--- config.mk ---
export PLATFORM = sky130hd
export DESIGN_NAME = tmsc_scan_deser
export DESIGN_NICKNAME = d
export VERILOG_FILES = /design/src/rtl/tmsc_deser_pkg.sv /design/src/rtl/tmsc_slot_seq.sv /design/src/rtl/tmsc_edge_sampler.sv /design/src/rtl/tmsc_pkt_asm.sv /design/src/rtl/tmsc_scan_deser.sv
export SDC_FILE = /design/constraint.sdc
export NUM_CORES = 1
export LEC_CHECK = 0
export BUFFER_PORTS_ARGS = -buffer_cell sky130_fd_sc_hd__buf_2
export CORE_AREA = 2 2 39 41
export DETAILED_ROUTE_END_ITERATION = 8
export DIE_AREA = 0 0 41 43
export GPL_TIMING_DRIVEN = 0
export PLACE_DENSITY_LB_ADDON = 0.05
export SETUP_SLACK_MARGIN = 0.2
export SLEW_MARGIN = 25
export SYNTH_ARGS = -nofsm -noshare
export SYNTH_HDL_FRONTEND = slang
export SYNTH_SLANG_ARGS = --single-unit
export TNS_END_PERCENT = 1
--- constraint.sdc ---
create_clock -name tckc -period 1.27 [get_ports tckc]
set_clock_uncertainty 0.1 [all_clocks]
set_input_delay 0.0635 -clock tckc [delete_from_list [all_inputs] [get_ports tckc]]
set_output_delay 0.0635 -clock tckc [all_outputs]
set_load 0.02 [all_outputs]
--- src/rtl/tmsc_deser_pkg.sv ---
package tmsc_deser_pkg;

   typedef enum logic [1:0] {
      SLOT_NTDI = 2'd0,
      SLOT_TMS  = 2'd1,
      SLOT_TDO  = 2'd2
   } slot_e;

   localparam int unsigned PKT_SLOTS = 3;

endpackage

--- src/rtl/tmsc_slot_seq.sv ---
module tmsc_slot_seq
   import tmsc_deser_pkg::*;
(
   input  logic  clk,
   input  logic  rst_n,
   input  logic  fall_mode,
   output slot_e slot,
   output logic  mode_eff
);

   slot_e slot_q;
   logic  mode_q;

   always_ff @(posedge clk or negedge rst_n) begin
      if (!rst_n) begin
         slot_q <= SLOT_NTDI;
         mode_q <= 1'b0;
      end else begin
         slot_q <= (slot_q == SLOT_TDO) ? SLOT_NTDI : slot_e'(slot_q + 2'd1);
         if (slot_q == SLOT_NTDI)
            mode_q <= fall_mode;
      end
   end

   assign slot     = slot_q;
   assign mode_eff = (slot_q == SLOT_NTDI) ? fall_mode : mode_q;

   // only three legal slot codes
   assert_slot_legal_R2: assert property (@(posedge clk) disable iff (!rst_n)
      slot_q != 2'd3);

   // return slot wraps to slot 0
   assert_slot_wrap_R2: assert property (@(posedge clk) disable iff (!rst_n)
      (slot_q == SLOT_TDO) |=> (slot_q == SLOT_NTDI));

   // latched mode moves only at the end of slot 0
   assert_mode_hold_R10: assert property (@(posedge clk) disable iff (!rst_n)
      (slot_q != SLOT_NTDI) |=> $stable(mode_q));

endmodule

--- src/rtl/tmsc_edge_sampler.sv ---
module tmsc_edge_sampler #(
   parameter bit FALL_EDGE_EN = 1'b1
) (
   input  logic clk,
   input  logic rst_n,
   input  logic mode_fall,
   input  logic pin,
   output logic bit_val
);

   generate
      if (FALL_EDGE_EN) begin : g_dual
         logic neg_q;
         always_ff @(negedge clk or negedge rst_n) begin
            if (!rst_n) neg_q <= 1'b0;
            else        neg_q <= pin;
         end
         assign bit_val = mode_fall ? neg_q : pin;
      end else begin : g_rise
         logic mode_unused;
         assign mode_unused = mode_fall;
         assign bit_val     = pin | (mode_unused & 1'b0);
      end
   endgenerate

endmodule

--- src/rtl/tmsc_pkt_asm.sv ---
module tmsc_pkt_asm
   import tmsc_deser_pkg::*;
#(
   parameter bit TDI_INVERT = 1'b1,
   parameter bit TMS_RESET  = 1'b1,
   parameter bit TDI_RESET  = 1'b0
) (
   input  logic  clk,
   input  logic  rst_n,
   input  slot_e slot,
   input  logic  bit_val,
   output logic  tms,
   output logic  tdi,
   output logic  step
);

   logic tms_q, tdi_q, step_q;

   always_ff @(posedge clk or negedge rst_n) begin
      if (!rst_n) begin
         tms_q  <= TMS_RESET;
         tdi_q  <= TDI_RESET;
         step_q <= 1'b0;
      end else begin
         step_q <= (slot == SLOT_TMS);
         if (slot == SLOT_NTDI)
            tdi_q <= bit_val ^ TDI_INVERT;
         if (slot == SLOT_TMS)
            tms_q <= bit_val;
      end
   end

   assign tms  = tms_q;
   assign tdi  = tdi_q;
   assign step = step_q;

   // step is a single-cycle pulse
   assert_step_single_R5: assert property (@(posedge clk) disable iff (!rst_n)
      step_q |=> !step_q);

   // the return slot leaves the pair untouched
   assert_pair_kept_R7: assert property (@(posedge clk) disable iff (!rst_n)
      (slot == SLOT_TDO) |=> ($stable(tms_q) && $stable(tdi_q)));

   // data-in holds through the mode-select slot
   assert_tdi_hold_R3: assert property (@(posedge clk) disable iff (!rst_n)
      (slot == SLOT_TMS) |=> $stable(tdi_q));

endmodule

--- src/rtl/tmsc_scan_deser.sv ---
module tmsc_scan_deser
   import tmsc_deser_pkg::*;
#(
   parameter bit FALL_EDGE_EN = 1'b1,
   parameter bit TDI_INVERT   = 1'b1,
   parameter bit TMS_RESET    = 1'b1,
   parameter bit TDI_RESET    = 1'b0,
   parameter int SLOT_W       = 2
) (
   input  logic tckc,
   input  logic rst_n,
   input  logic tmsc_in,
   input  logic sel,
   input  logic fall_mode,
   input  logic tap_tdo,
   output logic tmsc_out,
   output logic tmsc_oe,
   output logic tms,
   output logic tdi,
   output logic tap_step
);

   localparam int SLOT_W_MIN = $clog2(PKT_SLOTS);

   generate
      if (SLOT_W < SLOT_W_MIN) begin : g_bad_w
         $error("SLOT_W too narrow for the packet slot count");
      end
      if (SLOT_W != $bits(slot_e)) begin : g_bad_enc
         $error("SLOT_W must match the slot encoding");
      end
   endgenerate

   slot_e slot;
   logic  mode_eff;
   logic  bit_val;

   tmsc_slot_seq u_seq (
      .clk       (tckc),
      .rst_n     (rst_n),
      .fall_mode (fall_mode),
      .slot      (slot),
      .mode_eff  (mode_eff)
   );

   tmsc_edge_sampler #(.FALL_EDGE_EN(FALL_EDGE_EN)) u_smp (
      .clk       (tckc),
      .rst_n     (rst_n),
      .mode_fall (mode_eff),
      .pin       (tmsc_in),
      .bit_val   (bit_val)
   );

   tmsc_pkt_asm #(
      .TDI_INVERT (TDI_INVERT),
      .TMS_RESET  (TMS_RESET),
      .TDI_RESET  (TDI_RESET)
   ) u_asm (
      .clk     (tckc),
      .rst_n   (rst_n),
      .slot    (slot),
      .bit_val (bit_val),
      .tms     (tms),
      .tdi     (tdi),
      .step    (tap_step)
   );

   assign tmsc_oe  = rst_n && sel && (slot == SLOT_TDO);
   assign tmsc_out = tmsc_oe ? tap_tdo : 1'b0;

   // drive only in the return slot, only when selected
   assert_oe_gated_R6: assert property (@(posedge tckc) disable iff (!rst_n)
      tmsc_oe |-> (sel && tap_step));

   // step pulse and return slot coincide
   assert_step_slot_R2: assert property (@(posedge tckc) disable iff (!rst_n)
      tap_step |-> (slot == SLOT_TDO));

   // released line carries no value
   assert_out_quiet_R6: assert property (@(posedge tckc) disable iff (!rst_n)
      !tmsc_oe |-> !tmsc_out);

endmodule

## Yosys cells after proc, flatten, opt, wreduce, memory -nomap -nowiden

Index checks and enable logic that the tools add are counted.
W data, S select, Z words.

| operators by class | value |
|---|---|
| add/sub/neg operators | 1 |
| reduce and logical (&&, ||, !) cells | 3 |
| mux-type cells | 4 |
| equal/unequal tests | 2 |
| bitwise gates (word level) | 1 |

Operators by type and width:

| kind | number |
|---|---|
| $mux W1 | 3 |
| $add A2 B1 Y2 const B | 1 |
| $eq A2 B1 Y1 const B | 1 |
| $eq A2 B2 Y1 const B | 1 |
| $logic_and A1 B1 Y1 | 2 |
| $logic_not A2 Y1 | 1 |
| $mux W2 | 1 |
| $not A1 Y1 | 1 |

| word-level totals | value |
|---|---|
| bits in registers | 7 |
| input port bits | 6 |

## Longest topological paths before layout

| logic depth | value |
|---|---|
| depth in word-level cells | 4 |
| gate-level depth with buffers | 2 |

## Modules after synthesis

From an unflattened synthesis, not the netlist that was laid out.

| unflattened totals | value |
|---|---|
| cell total of the unflattened synthesis | 17 |
| area, all modules | 279.0 sq um |

By module, submodules not included:

| module | area an instance (sq um) | cells each | instances |
|---|---|---|---|
| tmsc_pkt_asm | 117.6 | 7 | 1 |
| tmsc_slot_seq | 105.1 | 6 | 1 |
| tmsc_edge_sampler | 40.0 | 2 | 1 |
| tmsc_scan_deser | 16.3 | 2 | 1 |

==> flow_summary.yaml <==
power_and_ir_drop:
  p_seq_share_pct: 46.4
  leakage_nw: 0.1920
  p_switching_uw: 96.57
  p_total_uw: 446.0
  p_clk_share_pct: 43.0
  p_int_uw: 349.4
  switching_share_pct: 21.65
  combPwrFrac_pct: 10.6
  power.density_mw_per_mm2: 1165
  ir_drop_v: 0.0004895
placed_design:
  place_ws_ns: -0.3852
  dp_cells: 41
  io_buffers: 10
  place_area_um2: 315.3
  place_congestion: 0.5520
route:
  num_vias: 184
  drt_wl_total_um: 503
  drt-initial-drc-count: 0
  wl_per_cell_um: 10.70
  drc: 0
  first_pass_iters: 1
  viasPerCell: 3.915
  detail-route-antenna-nets: 0
clock_tree:
  postCtsSetupRepairBufs: 0
  cts.sinks: 6
  clock-root-buffer: "clkbuf_4"
  htreeDepth: 1
  clk_path_buf_depth: 2
  clock_latency_ns: 0.25
  tritoncts: "yes"
  cts_inserted_buffers: 3
  path_clk_slew_ns: 0.04
global_route:
  grt_pass1_vias: 202
  antenna_found_initial: 0
  grt_util_met3_pct: 5.236
  grt_busiest_layer: "met2"
  grt_max_degree: 6
  grt_use_met2_pct: 10.94
  use_met1_pct: 8.143
  gr-total-overflow: 0
  track_usage_pct: 8.266
  grt_pass1_wl_um: 834
synthesis:
  avgSynthCellArea_um2: 16.35
  synth_nets: 21
  synthCells: 15
  ys_ff_latch: 6
  post_synth_instance_area_um2: 245.2
  synth-seq-area-share_pct: 61.73
  ys_types: 10
  ys_warn_count: 0
final_layout:
  final_cells: 47
  syn_to_final_growth_pct: 56.12
  fin_util_pct: 27.67
  antenna_cells: 0
  nFillCells: 152
  final_area_um2: 382.9
  finalNetCount: 38
  drive_gt1_share_pct: 67.74
critical_path:
  cp.required_ns: 1.34
  path_delay_family: "multiplexers"
  path_buf_inv: 0
  critPathCaptureType: "flop"
  cp-start-kind: "flop"
  crit_chain: "mux2_4, mux2_4"
  slowest_stage: "dfrtn_1"
  slowest_delay_ns: 0.34
  arrival_ns: 1.73
  critPathMaxFanout: 2
  path_common_cell: "mux2_4"
  critPathKind: "reg -> reg"
timing:
  tightestPinTransition_ns: 0.2446
  rsz0062_at_grt: "yes"
  setup_ws_ns: -0.3955
  slew_headroom_pct: 83.64
  hold_ws_ns: 0.02176
  hold_viol_final: 0
  fin_tns_setup_ns: -0.7852
  final_max_slew_viol_count: 0
  setup_violations: 3
min_path:
  hp-class: "in -> async"
floorplan:
  dieArea_mm2: 0.001763
  io_pins: 11
  row_count: 14
  die_w_um: 41
  die_h_um: 43
  initial_core_util_pct: 17.72
  core_mm2: 0.001384
flow_run:
  max-cap-violations: 0
status:
  outcome: "finished, violations left"
  violations: "setup timing"
[final timing paths]
check	start	end	slack, ns	cells past startpoint
worst max register to register	u_smp.g_dual.neg_q	u_asm.tms	-0.40	2
max in group asynchronous	rst_n	u_asm.tms	0.65	2
worst min register to register	u_seq.slot[0]	u_seq.slot[0]	0.37	1
worst min-delay path	rst_n	u_smp.g_dual.neg_q	0.02	1
worst max-delay path	u_smp.g_dual.neg_q	u_asm.tms	-0.40	2
min in group tckc	tmsc_in	u_asm.tms	0.11	3
[cells by family after synthesis]
group,after synthesis,share of synthesized area [%]
DFF,6,61.74
muxes,5,25.51
and+or+nand+nor,4,12.76
[placed cells by master (no fill, tap or decap), types with 2 or more instances in the layout]
| master | instances |
|---|---|
| clkbuf_4 | 3 |
| mux2_4 | 3 |
| buf_2 | 7 |
| buf_6 | 2 |
| dfrtp_1 | 4 |
| dlygate4sd3_1 | 2 |
[final cells by class]
cell class	instances	area [µm²]	area share, %
Clock buffer	4	26.28	6.863
Multi-Input combinational cell	9	100.1	26.14
Sequential cell	6	151.4	39.54
Tap cell	16	20.02	5.229
Timing Repair Buffer	12	85.08	22.22
[cells in the mapped netlist (all sizes together)]
cell type | n | area [µm²]
mux2 | 4 | 52.55
mux2i | 1 | 10.01
and4b | 1 | 10.01
dfstp | 1 | 26.28
and2 | 1 | 6.260
nor2b | 1 | 8.760
nor2 | 1 | 6.260
dfrtp | 4 | 100.1
dfrtn | 1 | 25.02
[routing by layer]
layer | up-vias | share of wire (%)
li1 | 85 | -
met1 | 87 | 39
met2 | 10 | 47
met3 | 2 | 13
met4 | 0 | 1.2
met5 | - | 0
[what timing repair did]
| action | 4_1_cts | 5_1_grt |
|---|---|---|
| hold endpoints to repair | 6 | 0 |
| hold buffers | 2 | 0 |
| resized for setup | 6 | 1 |
| setup endpoints to repair | 6 | 6 |
| pin swaps | 2 | 0 |
[power by group through the flow]
stage                     Sequential, mW  Combinational [mW]  Clock [mW]
after detailed placement           0.209              0.0380           0
after global placement             0.209              0.0380           0
after global routing               0.208              0.0520       0.211
final                              0.207              0.0474       0.192
after CTS                          0.207              0.0481       0.206
after floorplan                    0.215              0.0131           0
Power figures use the tool's default switching activity.
